`src/rtl/dit_pkg.sv`:
```
`timescale 1ns/1ps
package dit_pkg;
    // Register addresses; their values are part of the bus behaviour.
    localparam logic [3:0] A_T1_LO      = 4'h4;
    localparam logic [3:0] A_T1_HI_LOAD = 4'h5;
    localparam logic [3:0] A_T1_LAT_LO  = 4'h6;
    localparam logic [3:0] A_T1_LAT_HI  = 4'h7;
    localparam logic [3:0] A_T2_LO      = 4'h8;
    localparam logic [3:0] A_T2_HI_LOAD = 4'h9;

    typedef enum logic [1:0] {
        T1_IDLE   = 2'd0,
        T1_ARMED  = 2'd1,
        T1_RELOAD = 2'd2
    } t1_state_e;

    typedef enum logic {
        T2_IDLE  = 1'b0,
        T2_ARMED = 1'b1
    } t2_state_e;
endpackage

```
`src/rtl/dit_regbus.sv`:
```
`timescale 1ns/1ps
module dit_regbus
    import dit_pkg::*;
#(
    parameter int ADDR_W = 4,
    parameter int DATA_W = 8
) (
    input  logic                  clk,
    input  logic                  rst_n,
    input  logic                  wr_en,
    input  logic                  rd_en,
    input  logic [ADDR_W-1:0]     addr,
    input  logic [2*DATA_W-1:0]   t1_count,
    input  logic [2*DATA_W-1:0]   t1_latch,
    input  logic [2*DATA_W-1:0]   t2_count,
    output logic                  wr_t1_lat_lo,
    output logic                  wr_t1_lat_hi,
    output logic                  wr_t1_load,
    output logic                  wr_t2_lat_lo,
    output logic                  wr_t2_load,
    output logic [DATA_W-1:0]     rdata,
    output logic                  t1_clr,
    output logic                  t2_clr
);
    function automatic logic hit(input logic [ADDR_W-1:0] a, input logic [3:0] code);
        return a == ADDR_W'(code);
    endfunction

    logic t1_clr_d, t2_clr_d;

    // Write decode
    always_comb begin
        wr_t1_lat_lo = wr_en && (hit(addr, A_T1_LO) || hit(addr, A_T1_LAT_LO));
        wr_t1_lat_hi = wr_en && (hit(addr, A_T1_HI_LOAD) || hit(addr, A_T1_LAT_HI));
        wr_t1_load   = wr_en && hit(addr, A_T1_HI_LOAD);
        wr_t2_lat_lo = wr_en && hit(addr, A_T2_LO);
        wr_t2_load   = wr_en && hit(addr, A_T2_HI_LOAD);
    end

    // Clear strobe sources
    always_comb begin
        t1_clr_d = wr_t1_lat_hi || (rd_en && hit(addr, A_T1_LO));
        t2_clr_d = wr_t2_load   || (rd_en && hit(addr, A_T2_LO));
    end

    always_ff @(posedge clk) begin
        if (!rst_n) begin
            t1_clr <= 1'b0;
            t2_clr <= 1'b0;
        end else begin
            t1_clr <= t1_clr_d;
            t2_clr <= t2_clr_d;
        end
    end

    // Read mux
    always_comb begin
        rdata = '0;
        if (hit(addr, A_T1_LO))      rdata = t1_count[DATA_W-1:0];
        if (hit(addr, A_T1_HI_LOAD)) rdata = t1_count[2*DATA_W-1:DATA_W];
        if (hit(addr, A_T1_LAT_LO))  rdata = t1_latch[DATA_W-1:0];
        if (hit(addr, A_T1_LAT_HI))  rdata = t1_latch[2*DATA_W-1:DATA_W];
        if (hit(addr, A_T2_LO))      rdata = t2_count[DATA_W-1:0];
        if (hit(addr, A_T2_HI_LOAD)) rdata = t2_count[2*DATA_W-1:DATA_W];
    end
endmodule

```
`src/rtl/dit_timer1.sv`:
```
`timescale 1ns/1ps
module dit_timer1
    import dit_pkg::*;
#(
    parameter int DATA_W = 8
) (
    input  logic                  clk,
    input  logic                  rst_n,
    input  logic                  ph2,
    input  logic                  free_run,
    input  logic                  wr_lat_lo,
    input  logic                  wr_lat_hi,
    input  logic                  wr_load,
    input  logic [DATA_W-1:0]     wdata,
    output logic [2*DATA_W-1:0]   count,
    output logic [2*DATA_W-1:0]   latch,
    output logic                  flag_set
);
    localparam int CNT_W = 2 * DATA_W;

    t1_state_e        state_q, state_d;
    logic [CNT_W-1:0] cnt_q, cnt_d;
    logic [CNT_W-1:0] prev_q, prev_d;
    logic [CNT_W-1:0] lat_q, lat_d;
    logic             flag_q, flag_d;
    logic             wrapped;

    // Underflow is seen in phase 1: all ones now, zero in the last phase 2.
    assign wrapped = !ph2 && (cnt_q == '1) && (prev_q == '0);

    always_ff @(posedge clk) begin
        if (!rst_n) begin
            state_q <= T1_IDLE;
            cnt_q   <= '0;
            prev_q  <= '0;
            lat_q   <= '0;
            flag_q  <= 1'b0;
        end else begin
            state_q <= state_d;
            cnt_q   <= cnt_d;
            prev_q  <= prev_d;
            lat_q   <= lat_d;
            flag_q  <= flag_d;
        end
    end

    always_comb begin
        state_d = state_q;
        cnt_d   = cnt_q;
        prev_d  = prev_q;
        lat_d   = lat_q;
        flag_d  = 1'b0;

        if (wr_lat_lo) lat_d[DATA_W-1:0]     = wdata;
        if (wr_lat_hi) lat_d[CNT_W-1:DATA_W] = wdata;

        if (ph2) prev_d = cnt_q;

        unique case (state_q)
            T1_IDLE: begin
                if (ph2) cnt_d = cnt_q - 1'b1;
            end
            T1_ARMED: begin
                if (ph2) begin
                    cnt_d = cnt_q - 1'b1;
                end else if (wrapped) begin
                    flag_d  = 1'b1;
                    state_d = free_run ? T1_RELOAD : T1_IDLE;
                end
            end
            T1_RELOAD: begin
                if (ph2) begin
                    cnt_d   = lat_q;
                    state_d = T1_ARMED;
                end
            end
            default: state_d = T1_IDLE;
        endcase

        // Arming write overrides count, reload and underflow.
        if (wr_load) begin
            cnt_d   = {wdata, lat_q[DATA_W-1:0]};
            state_d = T1_ARMED;
            flag_d  = 1'b0;
        end
    end

    assign count    = cnt_q;
    assign latch    = lat_q;
    assign flag_set = flag_q;
endmodule

```
`src/rtl/dit_timer2.sv`:
```
`timescale 1ns/1ps
module dit_timer2
    import dit_pkg::*;
#(
    parameter int DATA_W = 8
) (
    input  logic                  clk,
    input  logic                  rst_n,
    input  logic                  ph2,
    input  logic                  wr_lat_lo,
    input  logic                  wr_load,
    input  logic [DATA_W-1:0]     wdata,
    output logic [2*DATA_W-1:0]   count,
    output logic                  flag_set
);
    localparam int CNT_W = 2 * DATA_W;

    t2_state_e        state_q, state_d;
    logic [CNT_W-1:0] cnt_q, cnt_d;
    logic [CNT_W-1:0] prev_q, prev_d;
    logic [DATA_W-1:0] lat_q, lat_d;
    logic             flag_q, flag_d;
    logic             wrapped;

    assign wrapped = !ph2 && (cnt_q == '1) && (prev_q == '0);

    always_ff @(posedge clk) begin
        if (!rst_n) begin
            state_q <= T2_IDLE;
            cnt_q   <= '0;
            prev_q  <= '0;
            lat_q   <= '0;
            flag_q  <= 1'b0;
        end else begin
            state_q <= state_d;
            cnt_q   <= cnt_d;
            prev_q  <= prev_d;
            lat_q   <= lat_d;
            flag_q  <= flag_d;
        end
    end

    always_comb begin
        state_d = state_q;
        cnt_d   = cnt_q;
        prev_d  = prev_q;
        lat_d   = lat_q;
        flag_d  = 1'b0;

        if (wr_lat_lo) lat_d = wdata;

        // Timer 2 always counts, armed or not.
        if (ph2) begin
            prev_d = cnt_q;
            cnt_d  = cnt_q - 1'b1;
        end

        unique case (state_q)
            T2_IDLE: ;
            T2_ARMED: begin
                if (wrapped) begin
                    flag_d  = 1'b1;
                    state_d = T2_IDLE;
                end
            end
            default: state_d = T2_IDLE;
        endcase

        if (wr_load) begin
            cnt_d   = {wdata, lat_q};
            state_d = T2_ARMED;
            flag_d  = 1'b0;
        end
    end

    assign count    = cnt_q;
    assign flag_set = flag_q;
endmodule

```
`src/rtl/dit_timer_unit.sv`:
```
`timescale 1ns/1ps
module dit_timer_unit #(
    parameter int ADDR_W = 4,
    parameter int DATA_W = 8
) (
    input  logic              clk,
    input  logic              rst_n,
    input  logic              ph2,
    input  logic              free_run,
    input  logic              wr_en,
    input  logic              rd_en,
    input  logic [ADDR_W-1:0] addr,
    input  logic [DATA_W-1:0] wdata,
    output logic [DATA_W-1:0] rdata,
    output logic              t1_flag_set,
    output logic              t2_flag_set,
    output logic              t1_flag_clr,
    output logic              t2_flag_clr
);
    localparam int CNT_W = 2 * DATA_W;

    logic             wr_t1_lat_lo, wr_t1_lat_hi, wr_t1_load;
    logic             wr_t2_lat_lo, wr_t2_load;
    logic [CNT_W-1:0] t1_count, t1_latch, t2_count;

    dit_regbus #(.ADDR_W(ADDR_W), .DATA_W(DATA_W)) u_bus (
        .clk          (clk),
        .rst_n        (rst_n),
        .wr_en        (wr_en),
        .rd_en        (rd_en),
        .addr         (addr),
        .t1_count     (t1_count),
        .t1_latch     (t1_latch),
        .t2_count     (t2_count),
        .wr_t1_lat_lo (wr_t1_lat_lo),
        .wr_t1_lat_hi (wr_t1_lat_hi),
        .wr_t1_load   (wr_t1_load),
        .wr_t2_lat_lo (wr_t2_lat_lo),
        .wr_t2_load   (wr_t2_load),
        .rdata        (rdata),
        .t1_clr       (t1_flag_clr),
        .t2_clr       (t2_flag_clr)
    );

    dit_timer1 #(.DATA_W(DATA_W)) u_t1 (
        .clk       (clk),
        .rst_n     (rst_n),
        .ph2       (ph2),
        .free_run  (free_run),
        .wr_lat_lo (wr_t1_lat_lo),
        .wr_lat_hi (wr_t1_lat_hi),
        .wr_load   (wr_t1_load),
        .wdata     (wdata),
        .count     (t1_count),
        .latch     (t1_latch),
        .flag_set  (t1_flag_set)
    );

    dit_timer2 #(.DATA_W(DATA_W)) u_t2 (
        .clk       (clk),
        .rst_n     (rst_n),
        .ph2       (ph2),
        .wr_lat_lo (wr_t2_lat_lo),
        .wr_load   (wr_t2_load),
        .wdata     (wdata),
        .count     (t2_count),
        .flag_set  (t2_flag_set)
    );
endmodule

```
`config.mk`:
```
export PLATFORM = sky130hd
export DESIGN_NAME = dit_timer_unit
export DESIGN_NICKNAME = d
export VERILOG_FILES = /design/src/rtl/dit_pkg.sv /design/src/rtl/dit_regbus.sv /design/src/rtl/dit_timer1.sv /design/src/rtl/dit_timer2.sv /design/src/rtl/dit_timer_unit.sv
export SDC_FILE = /design/constraint.sdc
export NUM_CORES = 1
export LEC_CHECK = 0
export ABC_AREA = 1
export BUFFER_PORTS_ARGS = -buffer_cell sky130_fd_sc_hd__buf_2
export CAP_MARGIN = 20
export CORE_MARGIN = 2
export CORE_UTILIZATION = 55
export DETAILED_ROUTE_END_ITERATION = 6
export GPL_ROUTABILITY_DRIVEN = 0
export PLACE_DENSITY = 0.73
export SYNTH_ARGS = -nofsm -noshare
export SYNTH_HDL_FRONTEND = slang
export SYNTH_SLANG_ARGS = --single-unit
```
`constraint.sdc`:
```
create_clock -name clk -period 1.9 [get_ports clk]
set_input_delay 0.095 -clock clk [delete_from_list [all_inputs] [get_ports clk]]
set_output_delay 0.095 -clock clk [all_outputs]
set_load 0.1 [all_outputs]
```
# == Word level (Yosys, flattened, before mapping) ==
# Cells that the tools add are included.
# classes
add_sub_neg,2
n_eq_ne,18
muxes,23
bitwise_logic,4
n_reduce_logical,28
# ops
op,count
16-bit two-way mux,5
8-bit two-way mux,6
"16-bit equality test, second input constant",2
16-bit logical NOT,2
16-bit one-hot mux with 2 select lines,1
"16-bit by 1-bit subtractor with 16-bit output, second input constant",2
"4-bit by 3-bit equality test with 1-bit output, second input constant",4
1-bit logical AND,11
"4-bit equality test, second input constant",2
2-bit two-way mux,4
4-bit AND reduction,2
1-bit two-way mux,6
"2-bit inequality test, second input constant",3
"3-bit inequality test, second input constant",2
2-bit one-hot mux with 3 select lines,1
1-bit logical OR,4
1-bit inverter,4
2-bit OR reduction,2
4-bit OR reduction,1
"3-bit by 1-bit inequality test with 1-bit output, second input constant",1
"3-bit by 2-bit inequality test with 1-bit output, second input constant",1
3-bit AND reduction,1
3-bit nonzero test,1
3-bit OR reduction,1
other kinds (6),6
# totals
regBits,95
inputBits,18
output_inout_bits,12
elab_cells,89

# == Longest topological paths before layout ==
# logic_depth
ltp_word,7
mapped_depth,13
ltp_nobuf,12

# == By module ==
# From an unflattened synthesis, not the netlist that was laid out.
# unflattened
hier_cells,791
area_unflattened_um2,5171.2
# by_module_without_submodules
module,n_inst,cells_each,area_each_um2
dit_timer1,1,381,2524.9
dit_timer2,1,298,2077.0
dit_regbus,1,112,569.3

# == Least setup slack after synthesis ==
# Ideal clock, no wire load.
# synth_path
kind,reg-to-output
from,register u_t2.cnt_q[7] (netlist: u_t2.count[7])
to,output port rdata[7]
arrival_ns,2.154
required_time_ns,1.805
path_slack_ns,-0.349
path_stages_with_launch,4
path_buffers,1
cell_sequence,dfxtp_1 clkbuf_1 inv_1 o221ai_1
# synth_via
elab_chain_cells,2
# synth_rtl
element,line,text
start: declaration,dit_timer2.sv:19,"logic [CNT_W-1:0] cnt_q, cnt_d;"
start signal: assignment,dit_timer2.sv:36,cnt_q <= cnt_d;
8-bit two-way mux,dit_regbus.sv:63,"if (hit(addr, A_T2_LO)) rdata = t2_count[DATA_W-1:0];"
8-bit two-way mux,dit_regbus.sv:64,"if (hit(addr, A_T2_HI_LOAD)) rdata = t2_count[2*DATA_W-1:DATA_W];"
end: declaration,dit_timer_unit.sv:14,"output logic [DATA_W-1:0] rdata,"
# No other way between the ends.

# == Final worst setup path ==
# layout_path
from,register u_t1.cnt_q[3] (netlist: u_t1.count[3])
to,output port rdata[3]
# layout_via
elab_chain_cells,6
# layout_rtl
element,line,text
start: declaration,dit_timer1.sv:22,"logic [CNT_W-1:0] cnt_q, cnt_d;"
start signal: assignment,dit_timer1.sv:40,cnt_q <= cnt_d;
8-bit two-way mux,dit_regbus.sv:59,"if (hit(addr, A_T1_LO)) rdata = t1_count[DATA_W-1:0];"
8-bit two-way mux,dit_regbus.sv:60,"if (hit(addr, A_T1_HI_LOAD)) rdata = t1_count[2*DATA_W-1:DATA_W];"
8-bit two-way mux,dit_regbus.sv:61,"if (hit(addr, A_T1_LAT_LO)) rdata = t1_latch[DATA_W-1:0];"
8-bit two-way mux,dit_regbus.sv:62,"if (hit(addr, A_T1_LAT_HI)) rdata = t1_latch[2*DATA_W-1:DATA_W];"
8-bit two-way mux,dit_regbus.sv:63,
8-bit two-way mux,dit_regbus.sv:64,
# No other way between the ends.

==> flow_summary.yaml <==
outcome:
  outcome: "completed"
sta:
  finalWorstSetupSlack_ns: 0.08763
  slew-limit-headroom: 0.6787
  setup_viol: 0
  finalMaxSlewViolations: 0
  fin_crit_ns: 1.812
  holdWs_ns: 0.03987
  fin_crit_sh: 0.9539
  finalSetupTns_ns: 0
  rsz0062_at_grt: "no"
  tightest_slew_ns: 0.4794
  hold_viol_final: 0
  timing.fmax_ghz: 0.5518
  finClkSkew_ns: 0.01945
synth:
  synth-seq-area-share: 0.3795
  netlist_instances: 749
  ys_ff_latch: 95
  syn_area_per_cell_um2: 6.690
  ys_warn_count: 0
  synth_nets: 774
  synthDistinctLibCells: 37
  synthesis.area_um2: 5011
pwr:
  power_density_nw_per_um2: 1176
  p_leak_nw: 2.359
  vdd.ir_drop.worst_mv: 0.9824
clocking:
  clk_pin_slew_ns: 0.12
  clock_latency_ns: 0.38
  cts_made_buffers: 9
  htree_levels: 3
  cts_root_buffer: "clkbuf_8"
  clockBufferDepth: 2
  clock_sinks: 95
  cts_tree: "done"
setup_path:
  path_max_fanout: 6
  criticalPathCategory: "reg2out"
  endpoint_kind: "primary output"
  start_kind: "flop"
  r2r_setup_slack_ns: 0.19
  rr_worst_depth: 8
  arrival_ns: 1.72
  cp.required_ns: 1.80
routing:
  ant_nets: 0
  drtIter0Drc: 378
  drc: 0
  num_vias: 5219
  drt-wirelength-per-cell_um: 17.14
  first_pass_iters: 5
  totalWireLength_um: 15120
  via_per_inst: 5.917
grt:
  grt_overflow: 0
  grt_pass1_vias: 4982
  antenna_found_initial: 0
  grt_max_degree: 41
  grt_util_all_layers: 0.3129
  grt_pass1_wl_um: 24520
floorplanning:
  fp.dieH_um: 99.45
  die_area_um2: 9890
  coreArea_um2: 8763
  row_count: 34
  die_w_um: 99.45
  io_pins: 30
  start_util: 0.5718
min_path:
  min_path_cells: 3
  hold_path.class: "in2reg"
place:
  post-place-ws_ns: 0.2310
  post-dp-hpwl_um: 11270
  numPortBuffers: 29
final_layout:
  antenna_cells: 0
  drive_above_1_share: 0.1137
  area.growth.synth_to_final_pct: 11.34
  utilization: 0.6366
  nNetsFinal: 794
job:
  maxCapViolations: 0
registers in the layout (all words and copies together), names as in the netlist:
| signal | flops |
|---|---|
| u_t2.prev_q | 16 |
| u_t2.state_q | 1 |
| u_t1.latch | 16 |
| u_t1.count | 16 |
| u_t2.flag_set | 1 |
| u_bus.t2_clr | 1 |
| u_t2.lat_q | 8 |
| u_t1.flag_set | 1 |
| u_bus.t1_clr | 1 |
| u_t1.prev_q | 16 |
| u_t1.state_q | 2 |
| u_t2.count | 16 |
metrics by stage:
stage | area (um^2) | power, mW | std cells
final | 5579 | 6.560 | 882
after detailed placement | 5363 | 5.122 | 865
after floorplan | 5061 | 4.475 | 749
after global routing | 5579 | 6.995 | 882
after global placement | 5363 | 5.048 | 865
after CTS | 5570 | 6.474 | 882
critical path, stage by stage (launching register included):
cell and delay [ns]:
dfxtp_1 0.34, inv_1 0.22, o22ai_1 0.13, a21oi_1 0.26
o2111ai_2 0.19, buf_12 0.21
Yosys cell counts (all sizes together):
cell     instances  area (um^2)
a211oi           4        35.03
a21oi           89        445.4
a31oi            6        37.54
and2             2        12.51
buf             16        117.6
clkbuf          15        56.30
clkinv           2        7.510
dfxtp           95         1902
ha               7        87.58
inv             83        311.6
nand2          145        566.8
nand3           25        130.1
nand4           11        75.07
nor2           117        451.7
nor3             6        35.03
nor4            10        62.56
o2111ai          6        52.55
o211ai           1        7.510
o21ai           82        414.2
o21bai           1        7.510
o221ai           3        26.28
o22ai           13        81.33
xor2            10        87.58
power by group:
group / leakage, nW / internal, mW / switching [mW]
sequential: 0.778 / 2.27 / 0.335
combinational: 1.48 / 0.869 / 1.72
clock: 0.103 / 0.553 / 0.819
kinds of logic after synthesis:
group                    share of synthesized area
adder cells (fa/ha/maj)                    0.01748
AND/OR/NAND/NOR                             0.2662
buffers and inverters                      0.09838
XOR/XNOR                                   0.01748
flip-flops                                  0.3795
AO/OA/AOI/OAI                               0.2210
path summary, 6_finish.rpt:
check / to / start
hold / removal: u_t1.latch[8]$_SDFFE_PN0P_ / wdata[0]
setup / recovery: rdata[3] / u_t1.count[3]$_SDFFE_PN0P_
hold reg to reg: u_t2.flag_set$_SDFF_PP0_ / u_t2.state_q$_SDFF_PN0_
setup reg to reg: u_t1.count[12]$_SDFFE_PN0P_ / u_t1.count[1]$_SDFFE_PN0P_
cell usage in the layout (no fill, tap or decap), types with 3 or more instances in the layout:
| cell | Yosys | layout |
|---|---|---|
| a211oi_1 | 3 | 3 |
| a21oi_1 | 89 | 88 |
| a31oi_1 | 6 | 6 |
| buf_12 | 0 | 8 |
| buf_2 | 7 | 21 |
| buf_4 | 1 | 10 |
| clkbuf_8 | 0 | 10 |
| dfxtp_1 | 95 | 95 |
| ha_1 | 7 | 7 |
| inv_1 | 73 | 73 |
| inv_2 | 10 | 10 |
| inv_8 | 0 | 3 |
| nand2_1 | 140 | 140 |
| nand2_2 | 3 | 3 |
| nand3_1 | 24 | 24 |
| nand4_1 | 10 | 10 |
| nor2_1 | 114 | 114 |
| nor3_1 | 5 | 4 |
| nor4_1 | 10 | 10 |
| o2111ai_2 | 0 | 6 |
| o21ai_0 | 72 | 72 |
| o21ai_1 | 9 | 9 |
| o22ai_1 | 13 | 13 |
| xor2_1 | 10 | 10 |
metal layers:
layer  part of all wire  routed length [um]  GRT usage
met2               0.48                7194     0.5223
met3              0.079                1191    0.03373
met4              0.036                 543     0.1475
met5                  0                   0          0
met1               0.41                6189     0.4067
timing repair:
item | in CTS | in global routing
setup buffers | 0 | 0
endpoints found under the hold margin | 1 | 0
gates resized for setup | 0 | 2
endpoints found under the setup margin | 0 | 2
hold buffers | 1 | 0
cell type report:
type                       count  area, um^2
fill                         798        3184
tap                          108       135.1
timing repair buffer          40       350.3
clock buffer                  10       137.6
inverter                      85       319.1
multi-input combinational    538        2675
sequential                    95        1902
clock inverter                 6       60.06
No activity file was read; power rests on OpenSTA's default activity.
